--- config.mk ---
export PLATFORM = sky130hd
export DESIGN_NAME = wdog_core
export DESIGN_NICKNAME = d
export VERILOG_FILES = /design/src/rtl/wdog_pkg.sv /design/src/rtl/wdog_tick.sv /design/src/rtl/wdog_dly.sv /design/src/rtl/wdog_core.sv
export SDC_FILE = /design/constraint.sdc
export NUM_CORES = 1
export LEC_CHECK = 0
export BUFFER_PORTS_ARGS = -buffer_cell sky130_fd_sc_hd__buf_2
export CAP_MARGIN = 15
export CORE_ASPECT_RATIO = 0.5
export CORE_MARGIN = 5
export CORE_UTILIZATION = 40
export CTS_BUF_LIST = sky130_fd_sc_hd__clkbuf_8
export DETAILED_ROUTE_END_ITERATION = 7
export GPL_ROUTABILITY_DRIVEN = 0
export SLEW_MARGIN = 40
export SYNTH_ARGS = -nofsm -noshare
export SYNTH_HDL_FRONTEND = slang
export SYNTH_SLANG_ARGS = --single-unit
--- constraint.sdc ---
create_clock -name clk -period 2.31 [get_ports clk]
set_clock_uncertainty 0.1 [all_clocks]
set_input_delay 0.231 -clock clk [delete_from_list [all_inputs] [get_ports clk]]
set_output_delay 0.231 -clock clk [all_outputs]
set_load 0.01 [all_outputs]
--- src/rtl/wdog_pkg.sv ---
package wdog_pkg;

    typedef enum logic [1:0] {
        ST_IDLE  = 2'd0,
        ST_RUN   = 2'd1,
        ST_GRACE = 2'd2,
        ST_FIRE  = 2'd3
    } wd_state_e;

endpackage

--- src/rtl/wdog_tick.sv ---
module wdog_tick #(
    parameter int CNT_W    = 20,
    parameter int SEL_W    = 4,
    parameter int TAP_N    = 9,
    parameter int TAP_LO   = 4,
    parameter int TAP_STEP = 2
) (
    input  logic             clk,
    input  logic             rst_n,
    input  logic             run_i,
    input  logic             clr_i,
    input  logic [SEL_W-1:0] tsel_i,
    output logic             expire_o
);

    logic [CNT_W-1:0] cnt;
    logic [CNT_W-1:0] tap_mask [TAP_N];
    logic [CNT_W-1:0] mask;
    logic [SEL_W-1:0] tsel_q;
    logic             chg;

    // one mask per interval code, widths grow by TAP_STEP bits
    for (genvar g = 0; g < TAP_N; g++) begin : g_tap
        localparam int TW = TAP_LO + TAP_STEP * g;
        assign tap_mask[g] = {CNT_W{1'b1}} >> (CNT_W - TW);
    end

    // codes past the last tap select the longest interval
    always_comb begin
        mask = tap_mask[TAP_N-1];
        for (int i = 0; i < TAP_N; i++) begin
            if (tsel_i == SEL_W'(i)) mask = tap_mask[i];
        end
    end

    assign chg = (tsel_i != tsel_q);

    always_ff @(posedge clk or negedge rst_n) begin
        if (!rst_n) begin
            tsel_q <= '0;
            cnt    <= '0;
        end else begin
            tsel_q <= tsel_i;
            if (!run_i || clr_i || chg) cnt <= '0;
            else                        cnt <= cnt + 1'b1;
        end
    end

    assign expire_o = run_i && !chg && ((cnt & mask) == mask);

    assert_chg_clears_R12 : assert property (@(posedge clk) disable iff (!rst_n)
        (run_i && chg) |=> (cnt == '0));

endmodule

--- src/rtl/wdog_dly.sv ---
module wdog_dly #(
    parameter int DLY_W = 11,
    parameter int DLY0  = 1026,
    parameter int DLY1  = 130,
    parameter int DLY2  = 18,
    parameter int DLY3  = 3
) (
    input  logic       clk,
    input  logic       rst_n,
    input  logic       load_i,
    input  logic       clr_i,
    input  logic [1:0] dsel_i,
    output logic       zero_o
);

    localparam int DMAX = (DLY0 > DLY1) ? DLY0 : DLY1;

    logic [DLY_W-1:0] len;
    logic [DLY_W-1:0] dly;

    always_comb begin
        unique case (dsel_i)
            2'd0: len = DLY_W'(DLY0 - 1);
            2'd1: len = DLY_W'(DLY1 - 1);
            2'd2: len = DLY_W'(DLY2 - 1);
            2'd3: len = DLY_W'(DLY3 - 1);
            default: len = '0;
        endcase
    end

    always_ff @(posedge clk or negedge rst_n) begin
        if (!rst_n)             dly <= '0;
        else if (clr_i)         dly <= '0;
        else if (load_i)        dly <= len;
        else if (dly != '0)     dly <= dly - 1'b1;
    end

    assign zero_o = (dly == '0);

    assert_dly_bound_R6 : assert property (@(posedge clk) disable iff (!rst_n)
        32'(dly) <= DMAX - 1);

endmodule

--- src/rtl/wdog_core.sv ---
module wdog_core
    import wdog_pkg::*;
#(
    parameter int CNT_W    = 20,
    parameter int SEL_W    = 4,
    parameter int TAP_N    = 9,
    parameter int TAP_LO   = 4,
    parameter int TAP_STEP = 2,
    parameter int DLY_W    = 11,
    parameter int DLY0     = 1026,
    parameter int DLY1     = 130,
    parameter int DLY2     = 18,
    parameter int DLY3     = 3
) (
    input  logic             clk,
    input  logic             rst_n,
    input  logic             en_i,
    input  logic             strap_on_i,
    input  logic             kick_i,
    input  logic [SEL_W-1:0] tsel_i,
    input  logic [1:0]       dsel_i,
    input  logic             irq_en_i,
    input  logic             rst_en_i,
    input  logic             flag_clr_i,
    output logic             irq_o,
    output logic             wdt_rst_o,
    output logic             rst_flag_o
);

    wd_state_e state, nxt;
    logic run, expire, dly_zero, irq_flag, rflag;
    logic tick_clr, dly_load;

    assign run      = en_i || strap_on_i;
    assign tick_clr = kick_i || (state == ST_IDLE) || (state == ST_FIRE);
    assign dly_load = (state == ST_RUN) && (nxt == ST_GRACE);

    wdog_tick #(
        .CNT_W(CNT_W), .SEL_W(SEL_W), .TAP_N(TAP_N),
        .TAP_LO(TAP_LO), .TAP_STEP(TAP_STEP)
    ) u_tick (
        .clk(clk), .rst_n(rst_n), .run_i(run), .clr_i(tick_clr),
        .tsel_i(tsel_i), .expire_o(expire)
    );

    wdog_dly #(
        .DLY_W(DLY_W), .DLY0(DLY0), .DLY1(DLY1), .DLY2(DLY2), .DLY3(DLY3)
    ) u_dly (
        .clk(clk), .rst_n(rst_n), .load_i(dly_load), .clr_i(kick_i || !run),
        .dsel_i(dsel_i), .zero_o(dly_zero)
    );

    always_comb begin
        nxt = state;
        if (!run)        nxt = ST_IDLE;
        else if (kick_i) nxt = ST_RUN;
        else begin
            unique case (state)
                ST_IDLE:  nxt = ST_RUN;
                ST_RUN:   if (expire && rst_en_i) nxt = ST_GRACE;
                ST_GRACE: if (dly_zero) nxt = ST_FIRE;
                ST_FIRE:  nxt = ST_RUN;
                default:  nxt = ST_IDLE;
            endcase
        end
    end

    always_ff @(posedge clk or negedge rst_n) begin
        if (!rst_n) state <= ST_IDLE;
        else        state <= nxt;
    end

    always_ff @(posedge clk or negedge rst_n) begin
        if (!rst_n) begin
            irq_flag <= 1'b0;
            rflag    <= 1'b0;
        end else begin
            if (kick_i)      irq_flag <= 1'b0;
            else if (expire) irq_flag <= 1'b1;
            if (nxt == ST_FIRE && state != ST_FIRE) rflag <= 1'b1;
            else if (flag_clr_i)                    rflag <= 1'b0;
        end
    end

    always_comb begin
        irq_o      = irq_flag && irq_en_i;
        wdt_rst_o  = (state == ST_FIRE);
        rst_flag_o = rflag;
    end

    assert_pulse_one_R7 : assert property (@(posedge clk) disable iff (!rst_n)
        wdt_rst_o |=> !wdt_rst_o);

    assert_rst_after_irq_R6 : assert property (@(posedge clk) disable iff (!rst_n)
        wdt_rst_o |-> irq_flag);

    assert_kick_cancels_R8 : assert property (@(posedge clk) disable iff (!rst_n)
        kick_i |=> !wdt_rst_o);

    assert_flag_sticky_R9 : assert property (@(posedge clk) disable iff (!rst_n)
        (rst_flag_o && !flag_clr_i) |=> rst_flag_o);

    assert_off_quiet_R10 : assert property (@(posedge clk) disable iff (!rst_n)
        (!run && !kick_i) |=> ($stable(irq_flag) && !wdt_rst_o));

    assert_no_grace_R5 : assert property (@(posedge clk) disable iff (!rst_n)
        (!rst_en_i && state == ST_RUN) |=> (state != ST_GRACE));

endmodule

### Word level (Yosys, flattened, before mapping)

Cells that the tools add are included.

| storage, ports and cells | value |
|---|---|
| register bits after elaboration | 39 |
| logic and storage cells | 74 |
| output and inout port bits | 3 |
| bits of input ports | 14 |

| operators by class | value |
|---|---|
| bitwise gates (word level) | 1 |
| equal/unequal tests | 19 |
| mux-type cells | 23 |
| reduce and logical (&&, ||, !) cells | 23 |
| add/sub/neg operators | 2 |

Operator list:

| operator | count |
|---|---|
| two-way mux 20 bit | 10 |
| one-hot mux 11 bit (4 select lines) | 1 |
| two-way mux 11 bit | 3 |
| adder 20 x 1 -> 20 bit, second input constant | 1 |
| bitwise AND 20 bit | 1 |
| == test 20 bit | 1 |
| == test 4 x 3 -> 1 bit, second input constant | 4 |
| == test 2 bit, second input constant | 6 |
| logical NOT 11 bit | 1 |
| nonzero test 11 bit | 1 |
| subtractor 11 x 1 -> 11 bit, second input constant | 1 |
| == test 4 x 2 -> 1 bit, second input constant | 2 |
| two-way mux 2 bit | 4 |
| logical AND 1 bit | 6 |
| logical OR 1 bit | 6 |
| one-hot mux 2 bit (3 select lines) | 1 |
| == test 2 x 1 -> 1 bit, second input constant | 2 |
| == test 4 x 1 -> 1 bit, second input constant | 1 |
| == test 4 bit, second input constant | 1 |
| logical NOT 2 bit | 2 |
| logical NOT 4 bit | 1 |
| two-way mux 1 bit | 4 |
| != test 4 bit | 1 |
| nonzero test 2 bit | 2 |
| other kinds (4) | 5 |

### Logic depth before layout (Yosys ltp)

| logic depth | value |
|---|---|
| depth in word-level cells | 22 |
| mapped depth | 8 |
| depth with buffers taken out | 7 |

### By module

A second synthesis with hierarchy kept.

| unflattened totals | value |
|---|---|
| cells, all modules | 225 |
| area, all modules | 2150.8 um2 |

By module, submodules not included:

| module | sequential area each (um2) | times used | area each (um2) | cells each |
|---|---|---|---|---|
| wdog_tick | 600.6 | 1 | 1209.9 | 122 |
| wdog_dly | 275.3 | 1 | 643.1 | 69 |
| wdog_core | 100.1 | 1 | 297.8 | 34 |

### Worst setup path before layout

Ideal clock, no wire load.

| timing path | value |
|---|---|
| kind | flip-flop to flip-flop |
| start | register u_tick.cnt[0] |
| end | register u_dly.dly[0] |
| arrival time | 2095 ps |
| library setup time | 125 ps |
| path buffers | 1 |
| data required time | 2085 ps |
| period minus slack after synthesis | 2321 ps |
| cell stages (with the launch flop) | 9 |
| slack | -11 ps |
| cells stage by stage | dfrtp_1 -> ha_1 -> nand3_2 -> a31oi_1 -> nand4_1 -> or4b_4 -> a21oi_4 -> buf_8 -> mux2_4 |

| on the way | value |
|---|---|
| cells in the longest elaborated chain, start to end | 12 |
| elaborated cells on any way between the ends | 13 |
| classes of those cells | 2 x eq/ne; 6 x mux; 1 x bitwise; 4 x reduce/logical |

RTL lines:

| what | RTL line | source |
|---|---|---|
| start, declared | wdog_tick.sv:16 | `logic [CNT_W-1:0] cnt;` |
| start signal, assigned | wdog_tick.sv:45 | `else cnt <= cnt + 1'b1;` |
| bitwise AND 20 bit (*) | wdog_tick.sv:49 | `assign expire_o = run_i && !chg && ((cnt & mask) == mask);` |
| == test 20 bit (*) | wdog_tick.sv:49 |  |
| logical AND 1 bit (*) | wdog_tick.sv:49 |  |
| logical AND 1 bit (*) | wdog_core.sv:60 | `ST_RUN: if (expire && rst_en_i) nxt = ST_GRACE;` |
| two-way mux 2 bit (*) | wdog_core.sv:60 |  |
| one-hot mux 2 bit (3 select lines) (*) | wdog_core.sv:58 | `unique case (state)` |
| two-way mux 2 bit (*) | wdog_core.sv:56 | `else if (kick_i) nxt = ST_RUN;` |
| two-way mux 2 bit (*) | wdog_core.sv:55 | `if (!run) nxt = ST_IDLE;` |
| == test 2 bit (*) | wdog_core.sv:36 | `assign dly_load = (state == ST_RUN) && (nxt == ST_GRACE);` |
| logical AND 1 bit (*) | wdog_core.sv:36 |  |
| two-way mux 11 bit | wdog_dly.sv:34 | `else if (load_i) dly <= len;` |
| two-way mux 11 bit | wdog_dly.sv:33 | `else if (clr_i) dly <= '0;` |
| end signal, assigned | wdog_dly.sv:34 |  |
| end signal, assigned | wdog_dly.sv:35 | `else if (dly != '0) dly <= dly - 1'b1;` |
| end, declared | wdog_dly.sv:19 | `logic [DLY_W-1:0] dly;` |

Every way passes the cells marked *; elsewhere a longest branch is shown, timed or not.
A chain may end at the register's enable or synchronous reset.

### Worst setup path after layout

| timing path | value |
|---|---|
| start | register u_dly.dly[2] |
| end | register rflag (netlist: rst_flag_o) |

| on the way | value |
|---|---|
| cells in the longest elaborated chain, start to end | 8 |
| elaborated cells on any way between the ends | 9 |
| classes of those cells | 1 x eq/ne; 5 x mux; 3 x reduce/logical |

RTL lines:

| what | RTL line | source |
|---|---|---|
| logical NOT 11 bit (*) | wdog_dly.sv:38 | `assign zero_o = (dly == '0);` |
| two-way mux 2 bit (*) | wdog_core.sv:61 | `ST_GRACE: if (dly_zero) nxt = ST_FIRE;` |
| one-hot mux 2 bit (3 select lines) (*) | wdog_core.sv:58 |  |
| two-way mux 2 bit (*) | wdog_core.sv:56 |  |
| two-way mux 2 bit (*) | wdog_core.sv:55 |  |
| == test 2 bit (*) | wdog_core.sv:80 | `if (nxt == ST_FIRE && state != ST_FIRE) rflag <= 1'b1;` |
| logical AND 1 bit (*) | wdog_core.sv:80 |  |
| two-way mux 1 bit or nonzero test 2 bit (tied branches) | - |  |
| end signal, assigned | wdog_core.sv:76 | `rflag <= 1'b0;` |
| end signal, assigned | wdog_core.sv:80 |  |
| end signal, assigned | wdog_core.sv:81 | `else if (flag_clr_i) rflag <= 1'b0;` |
| end, declared | wdog_core.sv:31 | `logic run, expire, dly_zero, irq_flag, rflag;` |

Marks and branches as above.

==> results_dict.tcl <==
set metrics [dict create \
    slowest_delay_ps 550 \
    route.final.wire_length_mm 4.22 \
    clockRootBuffer "clkbuf_8" \
    groute.usage.overall_pct 13.3 \
    utilization_pct 50.7 \
    slew_headroom_pct 66.7 \
    wirelength_met1_mm 2.01 \
    cp_data_arrival_time_ps 2350 \
    number_of_global_route_vias_before_repair 1619 \
    crit-reg2reg-launch "u_dly.dly[2]" \
    clk_pin_slew_worst_paths_ps 70 \
    syn-num-nets 230 \
    timing.setup.critical_path_class "register to register" \
    critical_path_peak_fanout 4 \
    ant_nets 0 \
    floorplan.die_area_sq_um 6810 \
    yosys.area_share.adder_pct 4.22 \
    outcome "finished, final reports clean" \
    seq_area_frac_synth_pct 47.1 \
    final_nets 266 \
    grt_remaining_overflow 0 \
    fin_setup_tns_ps 0 \
    detail_route.iter0.violations 76 \
    ys_ff_latch 39 \
    cp.depth 6 \
    residual_drc 0 \
    critical_path.top_delay_family "simple AND/OR/NAND/NOR gates" \
    cts.htree.levels 2 \
    clock-sinks 39 \
    syn2layout_area_growth_pct 21.8 \
    synthXorXnorAreaFrac_pct 11.8 \
    clockBufferDepth 2 \
    reg2reg_setup_slack_ps 70 \
    yosys-mux-area-fraction_pct 3.74 \
    cts_tree "yes" \
    seq_cell_area_sq_um 981 \
    irDropWorstVdd_mv 0.290 \
    synthSimpleGateAreaFrac_pct 21.9 \
    insertion_delay_ps 300 \
    critical_path.slowest_cell "or4_1" \
    detailroute.wirelength.met2_mm 2.04 \
    rsz0062_at_grt "yes" \
    top_layer "met4" \
    place_worst_setup_slack_ps 55.6 \
    power-per-cell-area_nw_per_um2 810 \
    crit-reg2reg-capture "rst_flag_o" \
    multi_input_combinational_cell_area_sq_um 1070 \
    synthesis.area_sq_um 2070 \
    firstDrtPassIters 4 \
    max_freq_mhz 447 \
    grt_antenna_before_repair 0 \
    final-hold-violation-count 0 \
    die_height_um 60.9 \
    syn_area_per_cell_sq_um 9.92 \
    reg2reg_depth 6 \
    synth-compound-area-share_pct 8.09 \
    num_antenna_cells 0 \
    cp-endpoint "rst_flag_o" \
    yosysWarnings 0 \
    dp_hpwl_mm 2.99 \
    numCtsBuffers 5 \
    synth.lib_cells_used.distinct 38 \
    report.final.slew_viol_count 0 \
    number_of_cells_produced_by_synthesis 209 \
    drt-vias-per-instance 5.00 \
    worst_setup_path_start_kind "register" \
    critical_path.startpoint "u_dly.dly[2]" \
    grt_max_degree 40 \
    setup-violations-final 0 \
    buffers_added_on_ports 16 \
    leakage_nw 1.07 \
    vias 1580 \
    min_path_type "primary input to register" \
    finalWorstPathRequiredPeriod_ps 2240 \
    io_pins 17 \
    detail_route.wl_per_cell_um 13.4 \
    wl_met3_um 101 \
    number_of_rows_created_at_floorplan 18 \
    start_util_pct 41.7 \
    layout-drive-gt1-share_pct 22.8 \
    placeableCoreArea_sq_um 4980 \
    synth_top_family_by_area "simple AND/OR/NAND/NOR gates" \
    tightestPinTransition_ps 499 \
    period_share_pct 96.8 \
    series_of_cell_instances_along_the_critical_path "nor4_2, nand2_1, or4_1, a311oi_1, a311oi_2, o22ai_1" \
    critical_path_data_required_time_ps 2430 \
    fin_ws_ps 73.6 \
    post_dp_cell_area_sq_um 2320 \
    critical_path_buf_inv_count 0 \
    cap_viol_max_count 0 \
    worstSetupEndpointType "register" \
    stdcell_area_sq_um 2520 \
    grt_first_pass_wirelength_mm 7.12 \
    die-width_um 112 \
    fillCellCount 448 \
]
==> per-stage QoR <==
stage          hold WS [ps]  instances  total power [W]
6_report               15.8        316          0.00204
5_1_grt               0.922        316          0.00216
4_1_cts                4.06        314          0.00205
3_5_place_dp            136        304          0.00136
3_3_place_gp            297        304          0.00135
2_1_floorplan          -165        209          0.00120
==> per-layer routing <==
layer / global-route usage (%) / vias up
li1: - / 789
met1: 16.1 / 774
met2: 23.7 / 10
met3: 2.99 / 7
met4: 5.72 / 0
met5: 0 / -
==> worst min path at each step <==
stage,startpoint,to,slack (ps),cells past startpoint
final,tsel_i[1],u_tick.tsel_q[1],20,1
after global routing,tsel_i[1],u_tick.tsel_q[1],0.9,1
after CTS,tsel_i[1],u_tick.tsel_q[1],4,1
after detailed placement,rst_n,u_tick.cnt[9],140,1
after global placement,rst_n,u_tick.cnt[9],300,1
after floorplan,rst_n,irq_flag,-160,0
==> synth_stat cells (all sizes together) <==
cell type | n | area, sq um
a211oi | 3 | 27.5
a21oi | 4 | 31.3
a311oi | 2 | 17.5
a31oi | 3 | 18.8
and2 | 1 | 6.26
buf | 2 | 20.0
clkbuf | 2 | 7.51
dfrtp | 39 | 976
ha | 7 | 87.6
inv | 10 | 37.5
mux2 | 3 | 37.5
mux2i | 4 | 40.0
nand2 | 18 | 67.6
nand2b | 2 | 12.5
nand3 | 7 | 40.0
nand4 | 9 | 71.3
nor2 | 36 | 135
nor2b | 2 | 12.5
nor3 | 10 | 50.1
nor4 | 4 | 31.3
o211ai | 1 | 7.51
o21ai | 3 | 15.0
o22ai | 2 | 12.5
o311a | 1 | 10.0
o31a | 2 | 20.0
o31ai | 1 | 7.51
or3 | 1 | 6.26
or4 | 1 | 7.51
or4b | 1 | 13.8
xnor2 | 12 | 105
xor2 | 16 | 140
==> cells in the final DEF (no fill, tap or decap), types with 2 or more instances in the layout <==
| cell type | count |
|---|---|
| nor2b_1 | 2 |
| o31a_2 | 2 |
| clkbuf_8 | 5 |
| nand4_1 | 8 |
| o22ai_1 | 2 |
| o21ai_0 | 3 |
| bufinv_16 | 2 |
| mux2_4 | 2 |
| nor2_1 | 36 |
| a211oi_1 | 2 |
| xnor2_1 | 12 |
| a21oi_1 | 3 |
| ha_1 | 6 |
| inv_1 | 11 |
| buf_2 | 15 |
| a31oi_1 | 3 |
| nand2b_1 | 2 |
| xor2_1 | 16 |
| nand2_1 | 18 |
| nor3_1 | 9 |
| dfrtp_1 | 35 |
| nand3_1 | 6 |
| dlygate4sd3_1 | 2 |
| nor4_1 | 3 |
| buf_4 | 15 |
| mux2i_1 | 4 |
| dfrtp_2 | 4 |
==> state kept, by name, summed over array words and instances, names as in the netlist <==
| register | flops |
|---|---|
| u_dly.dly | 11 |
| u_tick.cnt | 20 |
| state | 2 |
| rst_flag_o | 1 |
| irq_flag | 1 |
| u_tick.tsel_q | 4 |
==> what timing repair did <==
action                     4_1_cts  5_1_grt
setup buffers                    0        2
hold buffers                     2        0
resized for setup                0        9
setup endpoints to repair        0        7
hold endpoints to repair        40        0
==> worst register-to-register path, cell delays in order, from the launching register on <==
cell	delay (ps)
dfrtp_1	430
nor4_2	340
nand2_1	120
or4_1	550
a311oi_1	370
a311oi_2	100
o22ai_1	140
==> kinds of logic (layout without fill, tap and decap cells) <==
| family | after synthesis | in the layout |
|---|---|---|
| mux | 7 | 7 |
| buf+inv | 14 | 51 |
| xor+xnor | 28 | 28 |
| compound gates | 22 | 22 |
| fa+ha+maj | 7 | 7 |
| flops | 39 | 39 |
| simple gates | 92 | 92 |
==> where the power goes <==
group | total [W] | switching, W | internal (W)
Sequential | 0.000810 | 0.0000651 | 0.000744
Clock | 0.000671 | 0.000244 | 0.000427
Combinational | 0.000564 | 0.000299 | 0.000265
==> area by class of cell <==
type / instances / share of cell area (%)
Timing Repair Buffer: 33 / 8.67
Sequential cell: 39 / 38.9
Clock inverter: 3 / 2.53
Tap cell: 70 / 3.47
Clock buffer: 5 / 2.73
Multi-Input combinational cell: 156 / 42.3
Inverter: 10 / 1.49
Power figures use the tool's default switching activity.
